File: src/rtl/ppi_pkg.sv
`timescale 1ns/1ps
package ppi_pkg;
    localparam int PORT_W    = 8;
    localparam int ADDR_W    = 2;
    localparam int C_GROUPS  = 2;
    localparam int C_SLICE_W = PORT_W / C_GROUPS;
    localparam int BIT_SEL_W = $clog2(PORT_W);

    localparam logic [ADDR_W-1:0] ADDR_PA   = 2'd0;
    localparam logic [ADDR_W-1:0] ADDR_PB   = 2'd1;
    localparam logic [ADDR_W-1:0] ADDR_PC   = 2'd2;
    localparam logic [ADDR_W-1:0] ADDR_CTRL = 2'd3;

    // control word field positions
    localparam int CW_KIND    = 7;
    localparam int CW_DIR_A   = 4;
    localparam int CW_DIR_CHI = 3;
    localparam int CW_DIR_B   = 1;
    localparam int CW_DIR_CLO = 0;
    localparam int CW_SEL_LSB = 1;
    localparam int CW_VAL     = 0;

    typedef enum logic [2:0] {
        ACC_NONE,
        ACC_LOAD_A,
        ACC_LOAD_B,
        ACC_LOAD_C,
        ACC_MODE_SET,
        ACC_BIT_SR
    } acc_kind_t;
endpackage

File: src/rtl/ppi_access_decode.sv
`timescale 1ns/1ps
module ppi_access_decode
    import ppi_pkg::*;
(
    input  logic              wr_en,
    input  logic [ADDR_W-1:0] addr,
    input  logic              kind_bit,
    output acc_kind_t         kind
);
    always_comb begin
        kind = ACC_NONE;
        if (wr_en) begin
            unique case (addr)
                ADDR_PA:   kind = ACC_LOAD_A;
                ADDR_PB:   kind = ACC_LOAD_B;
                ADDR_PC:   kind = ACC_LOAD_C;
                ADDR_CTRL: kind = kind_bit ? ACC_MODE_SET : ACC_BIT_SR;
                default:   kind = ACC_NONE;
            endcase
        end
    end
endmodule

File: src/rtl/ppi_port_reg.sv
`timescale 1ns/1ps
module ppi_port_reg #(
    parameter int W      = 8,
    parameter int GROUPS = 1,
    parameter int SEL_W  = $clog2(W)
) (
    input  logic              clk,
    input  logic              rst_n,
    input  logic              load_en,
    input  logic [W-1:0]      load_val,
    input  logic              clear_en,
    input  logic              dir_en,
    input  logic [GROUPS-1:0] dir_is_in,
    input  logic              bit_en,
    input  logic [SEL_W-1:0]  bit_sel,
    input  logic              bit_val,
    input  logic [W-1:0]      pins,
    output logic [W-1:0]      latch_q,
    output logic [GROUPS-1:0] grp_oe,
    output logic [W-1:0]      rd_val
);
    localparam int SLICE = W / GROUPS;

    logic [GROUPS-1:0] is_input;

    always_ff @(posedge clk or negedge rst_n) begin
        if (!rst_n) begin
            latch_q  <= '0;
            is_input <= '1;
        end else begin
            if (clear_en)
                latch_q <= '0;
            else if (load_en)
                latch_q <= load_val;
            else if (bit_en)
                latch_q[bit_sel] <= bit_val;
            if (dir_en)
                is_input <= dir_is_in;
        end
    end

    for (genvar g = 0; g < GROUPS; g++) begin : g_slice
        assign grp_oe[g] = ~is_input[g];
        assign rd_val[g*SLICE +: SLICE] = is_input[g] ? pins[g*SLICE +: SLICE]
                                                      : latch_q[g*SLICE +: SLICE];
    end
endmodule

File: src/rtl/ppi_core.sv
`timescale 1ns/1ps
module ppi_core
    import ppi_pkg::*;
(
    input  logic              clk,
    input  logic              rst_n,
    input  logic [ADDR_W-1:0] addr,
    input  logic              wr_en,
    input  logic              rd_en,
    input  logic [PORT_W-1:0] wdata,
    output logic [PORT_W-1:0] rdata,
    input  logic [PORT_W-1:0] pa_in,
    output logic [PORT_W-1:0] pa_out,
    output logic              pa_oe,
    input  logic [PORT_W-1:0] pb_in,
    output logic [PORT_W-1:0] pb_out,
    output logic              pb_oe,
    input  logic [PORT_W-1:0] pc_in,
    output logic [PORT_W-1:0] pc_out,
    output logic [PORT_W-1:0] pc_oe
);
    acc_kind_t kind;
    logic [PORT_W-1:0] rd_a, rd_b, rd_c;
    logic [C_GROUPS-1:0] c_grp_oe;
    logic mode_set, bit_sr;

    ppi_access_decode u_dec (
        .wr_en    (wr_en),
        .addr     (addr),
        .kind_bit (wdata[CW_KIND]),
        .kind     (kind)
    );

    assign mode_set = (kind == ACC_MODE_SET);
    assign bit_sr   = (kind == ACC_BIT_SR);

    ppi_port_reg #(.W(PORT_W), .GROUPS(1), .SEL_W(BIT_SEL_W)) u_port_a (
        .clk(clk), .rst_n(rst_n),
        .load_en(kind == ACC_LOAD_A), .load_val(wdata),
        .clear_en(mode_set), .dir_en(mode_set),
        .dir_is_in(wdata[CW_DIR_A]),
        .bit_en(1'b0), .bit_sel('0), .bit_val(1'b0),
        .pins(pa_in), .latch_q(pa_out), .grp_oe(pa_oe), .rd_val(rd_a)
    );

    ppi_port_reg #(.W(PORT_W), .GROUPS(1), .SEL_W(BIT_SEL_W)) u_port_b (
        .clk(clk), .rst_n(rst_n),
        .load_en(kind == ACC_LOAD_B), .load_val(wdata),
        .clear_en(mode_set), .dir_en(mode_set),
        .dir_is_in(wdata[CW_DIR_B]),
        .bit_en(1'b0), .bit_sel('0), .bit_val(1'b0),
        .pins(pb_in), .latch_q(pb_out), .grp_oe(pb_oe), .rd_val(rd_b)
    );

    ppi_port_reg #(.W(PORT_W), .GROUPS(C_GROUPS), .SEL_W(BIT_SEL_W)) u_port_c (
        .clk(clk), .rst_n(rst_n),
        .load_en(kind == ACC_LOAD_C), .load_val(wdata),
        .clear_en(mode_set), .dir_en(mode_set),
        .dir_is_in({wdata[CW_DIR_CHI], wdata[CW_DIR_CLO]}),
        .bit_en(bit_sr), .bit_sel(wdata[CW_SEL_LSB +: BIT_SEL_W]),
        .bit_val(wdata[CW_VAL]),
        .pins(pc_in), .latch_q(pc_out), .grp_oe(c_grp_oe), .rd_val(rd_c)
    );

    for (genvar g = 0; g < C_GROUPS; g++) begin : g_c_oe
        assign pc_oe[g*C_SLICE_W +: C_SLICE_W] = {C_SLICE_W{c_grp_oe[g]}};
    end

    always_comb begin
        rdata = '0;
        if (rd_en) begin
            unique case (addr)
                ADDR_PA:   rdata = rd_a;
                ADDR_PB:   rdata = rd_b;
                ADDR_PC:   rdata = rd_c;
                ADDR_CTRL: rdata = '0;
                default:   rdata = '0;
            endcase
        end
    end
endmodule

File: config.mk
export PLATFORM = sky130hd
export DESIGN_NAME = ppi_core
export DESIGN_NICKNAME = d
export VERILOG_FILES = /design/src/rtl/ppi_pkg.sv /design/src/rtl/ppi_access_decode.sv /design/src/rtl/ppi_port_reg.sv /design/src/rtl/ppi_core.sv
export SDC_FILE = /design/constraint.sdc
export NUM_CORES = 1
export LEC_CHECK = 0
export ABC_CLOCK_PERIOD_IN_PS = 1300
export BUFFER_PORTS_ARGS = -buffer_cell sky130_fd_sc_hd__buf_2
export CORE_ASPECT_RATIO = 1.75
export CORE_MARGIN = 2
export CORE_UTILIZATION = 44
export CTS_CLUSTER_SIZE = 25
export DETAILED_ROUTE_END_ITERATION = 12
export GPL_ROUTABILITY_DRIVEN = 0
export GPL_TIMING_DRIVEN = 1
export MAX_ROUTING_LAYER = met4
export PLACE_DENSITY = 0.77
export SLEW_MARGIN = 20
export SYNTH_ARGS = -nofsm -noshare
export SYNTH_HDL_FRONTEND = slang
export SYNTH_SLANG_ARGS = --single-unit
File: constraint.sdc
create_clock -name clk -period 1.3 [get_ports clk]
set_input_delay 0.13 -clock clk [delete_from_list [all_inputs] [get_ports clk]]
set_output_delay 0.13 -clock clk [all_outputs]
set_load 0.02 [all_outputs]
==> results_tabular.tex, run 1 <==
\begin{tabular}{lr}
\hline
Metric & Value \\
\hline
\multicolumn{2}{l}{\textbf{Detailed routing}} \\
Router iterations before antenna repair & 5 \\
Via Count & 2236 \\
Number of nets with antenna violations after routing & 0 \\
Total DRC errors in the routed layout & 0 \\
Mean number of vias per cell & 6.04 \\
Violation count after the first detailed-route iteration & 129 \\
Routed length per placed instance & 19.8 microns \\
Routed wire length & 7320 microns \\
\multicolumn{2}{l}{\textbf{Synth}} \\
Synthesized area per cell & 9.27 sq um \\
Synth Instances & 209 \\
Synth Register Bits & 28 \\
Most repeated cell in the gate-level netlist after synthesis & sky130\_fd\_sc\_hd\_\_nand2\_1 \\
Synth Cell Area & 1940 sq um \\
Count of flip-flops with a built-in enable after synthesis & 0 \\
Most frequent cells after synthesis & sky130\_fd\_sc\_hd\_\_nand2\_1, sky130\_fd\_sc\_hd\_\_o21ai\_0, sky130\_fd\_sc\_hd\_\_dfrtp\_1 \\
Yosys warning total & 0 \\
Sequential fraction of the synthesis area & 0.364 \\
Largest area contributor in the netlist & sky130\_fd\_sc\_hd\_\_dfrtp\_1 \\
Async S/R FF share, synth & 1.00 \\
Cell variety after synth & 46 \\
Net count after synthesis & 251 \\
Area contributors post-synth & sky130\_fd\_sc\_hd\_\_dfrtp\_1, sky130\_fd\_sc\_hd\_\_mux2\_2, sky130\_fd\_sc\_hd\_\_o21ai\_0 \\
Share of the synthesized area in the top cell type & 0.310 \\
Post-synth top flop & sky130\_fd\_sc\_hd\_\_dfrtp\_1 \\
\multicolumn{2}{l}{\textbf{Power and ir drop}} \\
Register share of total power & 0.292 \\
Ratio of total power to cell area & 1500 nW/um\^{}2 \\
Total power & 4.63 mW \\
Switch Pwr & 1.83 mW \\
Part of the power in combinational logic & 0.559 \\
Portion of total power attributed to the clock network & 0.150 \\
Leakage component of the power & 1.49 nW \\
Int Pwr & 2.80 mW \\
Switching part of the total power & 0.396 \\
Maximum vdd ir drop & 1320 uV \\
\multicolumn{2}{l}{\textbf{Min path}} \\
Hold Startpoint & wdata[4] \\
Hold endpoint & u\_port\_a.is\_input \\
Worst hold stages & 3 \\
Path category of the worst min-delay check & in -> reg \\
\multicolumn{2}{l}{\textbf{Worst setup path}} \\
Worst Setup End Kind & output port \\
Arrival time worst endpoint & 1820 ps \\
Required time at the endpoint of the critical path & 1170 ps \\
R2R depth & 3 \\
Worst reg2reg path endpoint & u\_port\_c.is\_input[0] \\
Class of the most critical setup path & reg -> out \\
Startpoint of the lowest-slack register-to-register path & u\_port\_c.is\_input[0] \\
Worst Path Max Fanout & 5 \\
CP Launch Type & flip-flop \\
Reg-to-reg slack, setup & 220 ps \\
\multicolumn{2}{l}{\textbf{CTS}} \\
CTS tree & yes \\
Buffer depth of the longest clock path & 2 \\
Clock H-tree levels & 1 \\
Clock Tree Root & sky130\_fd\_sc\_hd\_\_clkbuf\_8 \\
Sinks on Clock Net & 28 \\
Worst-path clk slew & 100 ps \\
Number of buffers created by CTS & 3 \\
Clock latency on the worst-skew pair & 270 ps \\
\multicolumn{2}{l}{\textbf{Timing}} \\
Highest achievable clock rate & 0.514 GHz \\
Sum Neg Setup Slack & -5180 ps \\
PnR worst setup slack & -646 ps \\
Transition time at the pin with the least slew margin & 652 ps \\
Final min period & 1950 ps \\
Setup repair after global routing missed its margin & yes \\
Total count of hold-check failures in the final report & 0 \\
Rel. slew slack & 0.565 \\
Final worst path period share & 1.50 \\
Total count of max-transition violations in the final report & 0 \\
Final-report setup violation count & 12 \\
Clock Skews & 0 ps \\
\multicolumn{2}{l}{\textbf{Global route}} \\
First-pass GRT wire length & 10500 microns \\
Maximum number of pins on one net before global-route repair & 29 \\
Vias in the first global route & 2164 \\
Tot GR Track Use & 0.300 \\
Residual overflow from global routing & 0 \\
Antenna violations before repair & 0 \\
\multicolumn{2}{l}{\textbf{Floorplanning}} \\
Die outline area & 4970 sq um \\
Initial standard-cell utilization of the core & 0.448 \\
Vertical die dimension & 91.8 microns \\
I/O pin cnt & 80 \\
Core outline area & 4320 sq um \\
Standard-cell rows & 32 \\
Die width & 54.2 microns \\
\multicolumn{2}{l}{\textbf{Placement}} \\
Post-DP HPWL & 5070 microns \\
Pre-CTS setup slack & -371 ps \\
PortBufs & 79 \\
Placed Instances & 360 \\
\multicolumn{2}{l}{\textbf{Layout}} \\
Number of nets in the finished design & 362 \\
Area growth syn-to-layout & 59.5\% \\
Count of inserted antenna diode cells & 0 \\
Layout cells sized above 1 & 0.580 \\
Number of cells in the finished layout apart from fillers & 370 \\
\multicolumn{2}{l}{\textbf{Run status}} \\
Result of the run & complete, but fails checks \\
Violated checks & negative setup slack \\
\multicolumn{2}{l}{\textbf{Run}} \\
Max-cap check violation count & 0 \\
\hline
\end{tabular}
sequential cells by signal (all words and copies together) (netlist names):
name and cells:
u_port_b.is_input 1, u_port_a.latch_q 8, u_port_b.latch_q 8, u_port_a.is_input 1
u_port_c.is_input 2, u_port_c.latch_q 8
cell families after synthesis:
kind of cell,Yosys count,synth area share
adders and majority gates,4,0.0258
AOI/OAI and AO/OA,66,0.225
and+or+nand+nor,58,0.165
DFF,28,0.364
muxes,24,0.134
xor gates and xnor gates,1,0.00452
buffers and inverters,28,0.0807
worst max-delay path, stage by stage, from the launching register on:
cell	delay [ps]
sky130_fd_sc_hd__dfstp_2	630
sky130_fd_sc_hd__mux2_4	340
sky130_fd_sc_hd__a221oi_2	320
sky130_fd_sc_hd__a211oi_2	60
sky130_fd_sc_hd__buf_4	170
cells in the final DEF, fill, tap and decap left out, drive strengths merged, types with 3 or more instances in the layout:
master  Yosys  final
buf        13    124
nand2      28     28
o21ai      28     28
dfrtp      24     24
mux2       16     16
a211oi     10     10
mux2i       8      8
a221oi      8      8
inv         8      8
nor2        6      6
a21oi       5      5
nor3        5      5
nand3       4      4
dfstp       4      4
clkbuf      7      4
ha          4      4
a22o        3      3
nand3b      3      3
per-layer routing:
metal / wire, microns / part of all wire / GRT usage / up-vias
li1: - / - / - / 992
met1: 2330 / 0.32 / 0.321 / 1053
met2: 3980 / 0.54 / 0.507 / 149
met3: 539 / 0.074 / 0.0407 / 42
met4: 465 / 0.064 / 0.163 / 0
met5: 0 / 0 / - / -
metrics by stage:
stage	area, sq um	utilization	hold WS, ps
3_5_place_dp	2780	0.643	182
6_report	3090	0.715	124
4_1_cts	2960	0.685	114
2_1_floorplan	2110	-	-166
5_1_grt	3090	0.715	134
3_3_place_gp	2780	0.643	178
cell type report:
class / instances / area [sq um]
clock buffers: 3 / 41.3
clock inverters: 1 / 30.0
fillers: 313 / 1230
inverters: 8 / 47.5
multi-input cells: 153 / 1310
flip-flops and latches: 28 / 706
well taps: 51 / 63.8
repair buffers: 126 / 890
power by group through the flow:
stage               registers, mW  logic, mW  clock network, mW
finish                       1.35       2.58              0.692
global route                 1.37       2.76              0.732
CTS                          1.32       2.38              0.700
detailed placement           1.39       2.13                  0
global placement             1.38       2.10                  0
floorplan                    1.57       1.18                  0
worst max-delay path by stage:
stage / start / end / slack (ps)
3_3_place_gp: u_port_b.is_input / rdata[0] / -330
6_report: u_port_c.is_input[0] / rdata[0] / -650
5_1_grt: u_port_c.is_input[1] / rdata[7] / -670
2_1_floorplan: addr[1] / u_port_a.latch_q[0] / -160
4_1_cts: u_port_c.is_input[0] / rdata[1] / -610
3_5_place_dp: addr[1] / u_port_b.latch_q[0] / -370
timing repair:
action                                 CTS  global route
setup buffers                            4             1
endpoints found under the hold margin   24             0
setup endpoints to repair               27            34
gates cloned                             0             1
hold buffers                             1             0
pin swaps                                7             7
gates resized for setup                 22            33
Power figures use the tool's default switching activity.
==> run 2: changes to the inputs <==
Settings changed: CORE_UTILIZATION 44 to 46, SYNTH_HIERARCHICAL set to 1.
==> results_tabular.tex, run 2 <==
\begin{tabular}{lr}
\hline
Metric & Value \\
\hline
\multicolumn{2}{l}{\textbf{Synth}} \\
Area contributors post-synth & sky130\_fd\_sc\_hd\_\_dfrtp\_1, sky130\_fd\_sc\_hd\_\_mux2\_2, sky130\_fd\_sc\_hd\_\_a2111oi\_0 \\
Yosys warning total & 6 (+6) \\
Largest area contributor in the netlist & sky130\_fd\_sc\_hd\_\_dfrtp\_1 \\
Async S/R FF share, synth & 1.00 (unchanged) \\
Synth Instances & 228 (+9.1\%) \\
Count of flip-flops with a built-in enable after synthesis & 0 (unchanged) \\
Sequential fraction of the synthesis area & 0.309 (-0.0549) \\
Most frequent cells after synthesis & sky130\_fd\_sc\_hd\_\_dfrtp\_1, sky130\_fd\_sc\_hd\_\_mux2\_2, sky130\_fd\_sc\_hd\_\_nor2b\_1, sky130\_fd\_sc\_hd\_\_nor3\_1, sky130\_fd\_sc\_hd\_\_a2111oi\_0 \\
Share of the synthesized area in the top cell type & 0.263 (-0.0467) \\
Synth Register Bits & 28 (unchanged) \\
Synth Cell Area & 2280 sq um (+18\%) \\
Cell variety after synth & 33 (-28\%) \\
Synthesized area per cell & 10.0 sq um (+7.9\%) \\
Post-synth top flop & sky130\_fd\_sc\_hd\_\_dfrtp\_1 \\
\multicolumn{2}{l}{\textbf{Floorplanning}} \\
Standard-cell rows & 33 (+3.1\%) \\
Core outline area & 4750 sq um (+9.8\%) \\
Initial standard-cell utilization of the core & 0.481 (+0.0324) \\
Vertical die dimension & 97.2 microns (+5.9\%) \\
Die outline area & 5560 sq um (+12\%) \\
I/O pin cnt & 80 (unchanged) \\
Die width & 57.2 microns (+5.7\%) \\
\multicolumn{2}{l}{\textbf{Power and ir drop}} \\
Switching part of the total power & 0.412 (+0.0159) \\
Part of the power in combinational logic & 0.604 (+0.045) \\
Register share of total power & 0.255 (-0.037) \\
Leakage component of the power & 1.99 nW (+34\%) \\
Portion of total power attributed to the clock network & 0.141 (-0.009) \\
Ratio of total power to cell area & 1200 nW/um\^{}2 (-20\%) \\
Switch Pwr & 2.17 mW (+19\%) \\
Maximum vdd ir drop & 1870 uV (+42\%) \\
Int Pwr & 3.10 mW (+11\%) \\
\multicolumn{2}{l}{\textbf{Timing}} \\
Rel. slew slack & 0.0749 (-0.490) \\
Highest achievable clock rate & 0.481 GHz (-6.4\%) \\
Final worst path period share & 1.60 (+0.102) \\
Clock Skews & 0 ps (unchanged) \\
Total count of hold-check failures in the final report & 0 (unchanged) \\
Transition time at the pin with the least slew margin & 1380 ps (+730 ps) \\
Final-report setup violation count & 46 (+34) \\
Setup repair after global routing missed its margin & yes \\
PnR worst setup slack & -778 ps (-133 ps) \\
Total count of max-transition violations in the final report & 0 (unchanged) \\
Final min period & 2080 ps (+133 ps) \\
\multicolumn{2}{l}{\textbf{Global route}} \\
Antenna violations before repair & 0 (unchanged) \\
Tot GR Track Use & 0.335 (+0.0347) \\
Met1 usage in global routing & 0.316 (-0.00452) \\
Vias in the first global route & 2805 (+30\%) \\
Maximum number of pins on one net before global-route repair & 29 (unchanged) \\
First-pass GRT wire length & 14000 microns (+33\%) \\
Residual overflow from global routing & 0 (unchanged) \\
Routing usage on met2 & 0.595 (+0.0880) \\
GR Layer Usage met3 & 0.0586 (+0.0179) \\
Busiest metal layer after global routing & met2 \\
\multicolumn{2}{l}{\textbf{Worst setup path}} \\
Required time at the endpoint of the critical path & 1170 ps (about the same) \\
Worst Setup End Kind & output port \\
Worst Path Max Fanout & 9 (+4) \\
CP Launch Type & flip-flop \\
CP cell instances & buf\_12, mux2\_4, mux2i\_1, o21ai\_1, and2\_4, buf\_6 \\
Class of the most critical setup path & reg -> out \\
Highest cell delay on the worst timing path & 560 ps (-70 ps) \\
Arrival time worst endpoint & 1950 ps (+130 ps) \\
Reg-to-reg slack, setup & 110 ps (-110 ps) \\
Slowest CP cell & sky130\_fd\_sc\_hd\_\_dfstp\_2 \\
\multicolumn{2}{l}{\textbf{CTS}} \\
Clock H-tree levels & 1 (unchanged) \\
Buffer depth of the longest clock path & 2 (unchanged) \\
CTS tree & yes \\
Clock Tree Root & sky130\_fd\_sc\_hd\_\_clkbuf\_8 \\
Sinks on Clock Net & 28 (unchanged) \\
Worst-path clk slew & 100 ps (about the same) \\
Number of buffers created by CTS & 3 (unchanged) \\
Clock latency on the worst-skew pair & 290 ps (+20 ps) \\
\multicolumn{2}{l}{\textbf{Placement}} \\
Placed Instances & 448 (+24\%) \\
PortBufs & 79 (unchanged) \\
Post-DP HPWL & 5120 microns (+1.1\%) \\
\multicolumn{2}{l}{\textbf{Layout}} \\
Final core utilization & 0.928 (+0.213) \\
Most frequent cells in the layout & sky130\_fd\_sc\_hd\_\_conb\_1, sky130\_fd\_sc\_hd\_\_buf\_2, sky130\_fd\_sc\_hd\_\_buf\_4 \\
Count of fill cells added during filler insertion & 165 (-47\%) \\
Layout cells sized above 1 & 0.638 (+0.0577) \\
Area growth syn-to-layout & 93.0\% \\
Number of nets in the finished design & 467 (+29\%) \\
Number of cells in the finished layout apart from fillers & 478 (+29\%) \\
Leading cell type in the layout, fill and taps excluded & sky130\_fd\_sc\_hd\_\_conb\_1 \\
Largest registers & u\_port\_a/latch\_q (8), u\_port\_b/latch\_q (8), u\_port\_c/latch\_q (8) \\
\multicolumn{2}{l}{\textbf{Run}} \\
Max-cap check violation count & 0 (unchanged) \\
\multicolumn{2}{l}{\textbf{Detailed routing}} \\
Number of nets with antenna violations after routing & 0 (unchanged) \\
Mean number of vias per cell & 6.17 (+2.1\%) \\
Routed wire length & 12300 microns (+68\%) \\
Via Count & 2950 (+32\%) \\
Total DRC errors in the routed layout & 0 (unchanged) \\
Router iterations before antenna repair & 5 (unchanged) \\
Violation count after the first detailed-route iteration & 200 (+55\%) \\
Routed length per placed instance & 25.7 microns (+30\%) \\
\multicolumn{2}{l}{\textbf{Run status}} \\
Violated checks & negative setup slack \\
Result of the run & complete, but fails checks \\
\multicolumn{2}{l}{\textbf{Min path}} \\
Path category of the worst min-delay check & in -> reg \\
\hline
\end{tabular}
## run 2: power groups by stage
stage	sequential, mW	clock [mW]	combinational [mW]
2_1_floorplan	1.53	0	1.14
3_3_place_gp	1.30	0	2.09
3_5_place_dp	1.31	0	2.12
4_1_cts	1.30	0.726	2.58
5_1_grt	1.35	0.773	3.27
6_report	1.34	0.746	3.18
## run 2: logic make-up (layout without fill, tap and decap cells)
group           after synthesis  in the layout  synth area share
compound gates               40             40             0.134
fa+ha+maj                     3              3            0.0164
buf+inv                      23            154            0.0652
flops                        28             28             0.309
mux                          32             32             0.154
other cells                   1             67           0.00164
simple gates                101            102             0.320
## run 2: final cells by class
type	instances	area [sq um]	area share
multi-input combinational	243	2400	0.544
timing repair buffer	141	1130	0.256
sequential	28	706	0.160
antenna	1	2.50	0.000568
clock buffer	3	41.3	0.00937
tap	52	65.1	0.0148
clock inverter	1	30.0	0.00682
inverter	9	36.3	0.00824
## run 2: final timing paths
| path | start | end | cells past startpoint |
|---|---|---|---|
| worst max register to register | u_port_c/latch_q[4] | u_port_c/latch_q[4] | 3 |
| worst min-delay path | wdata[4] | u_port_a/is_input | 3 |
| min in group asynchronous | rst_n | u_port_c/latch_q[4] | 3 |
| worst min register to register | u_port_b/latch_q[1] | u_port_b/latch_q[1] | 1 |
| max in group asynchronous | rst_n | u_port_a/is_input | 3 |
| worst max-delay path | u_port_a/is_input | rdata[3] | 6 |
## run 2: worst max-delay path, delay by kind of cell, from the launching register on
kind                   cells  cell delay, ps
muxes                      2             520
buffers and inverters      2             260
and+or+nand+nor            1             160
DFF                        1             560
AOI/OAI and AO/OA          1             140
## run 2: layer usage
metal,up-vias,share of wire
met5,-,0
met4,0,0.078
met1,1452,0.34
li1,1212,-
met2,203,0.53
met3,83,0.055
## run 2: what timing repair did
action                                  CTS  global route
setup buffers                            13             8
endpoints found under the setup margin   42            46
hold buffers                              1             0
endpoints found under the hold margin    24             0
resized for setup                       108            63
cloned                                    6             1
pin swaps                                38            22
## run 2: metrics by stage
stage	TNS [ps]	instance area, sq um	worst slack, ps	hold WS [ps]	total power, mW
3_3_place_gp	-15820	3330	-556	161	3.39
3_5_place_dp	-17240	3330	-652	163	3.44
6_report	-16250	4410	-778	101	5.27
4_1_cts	-11000	4000	-675	83.9	4.60
2_1_floorplan	-11320	2680	-414	-166	2.66
5_1_grt	-17120	4400	-812	96.4	5.40
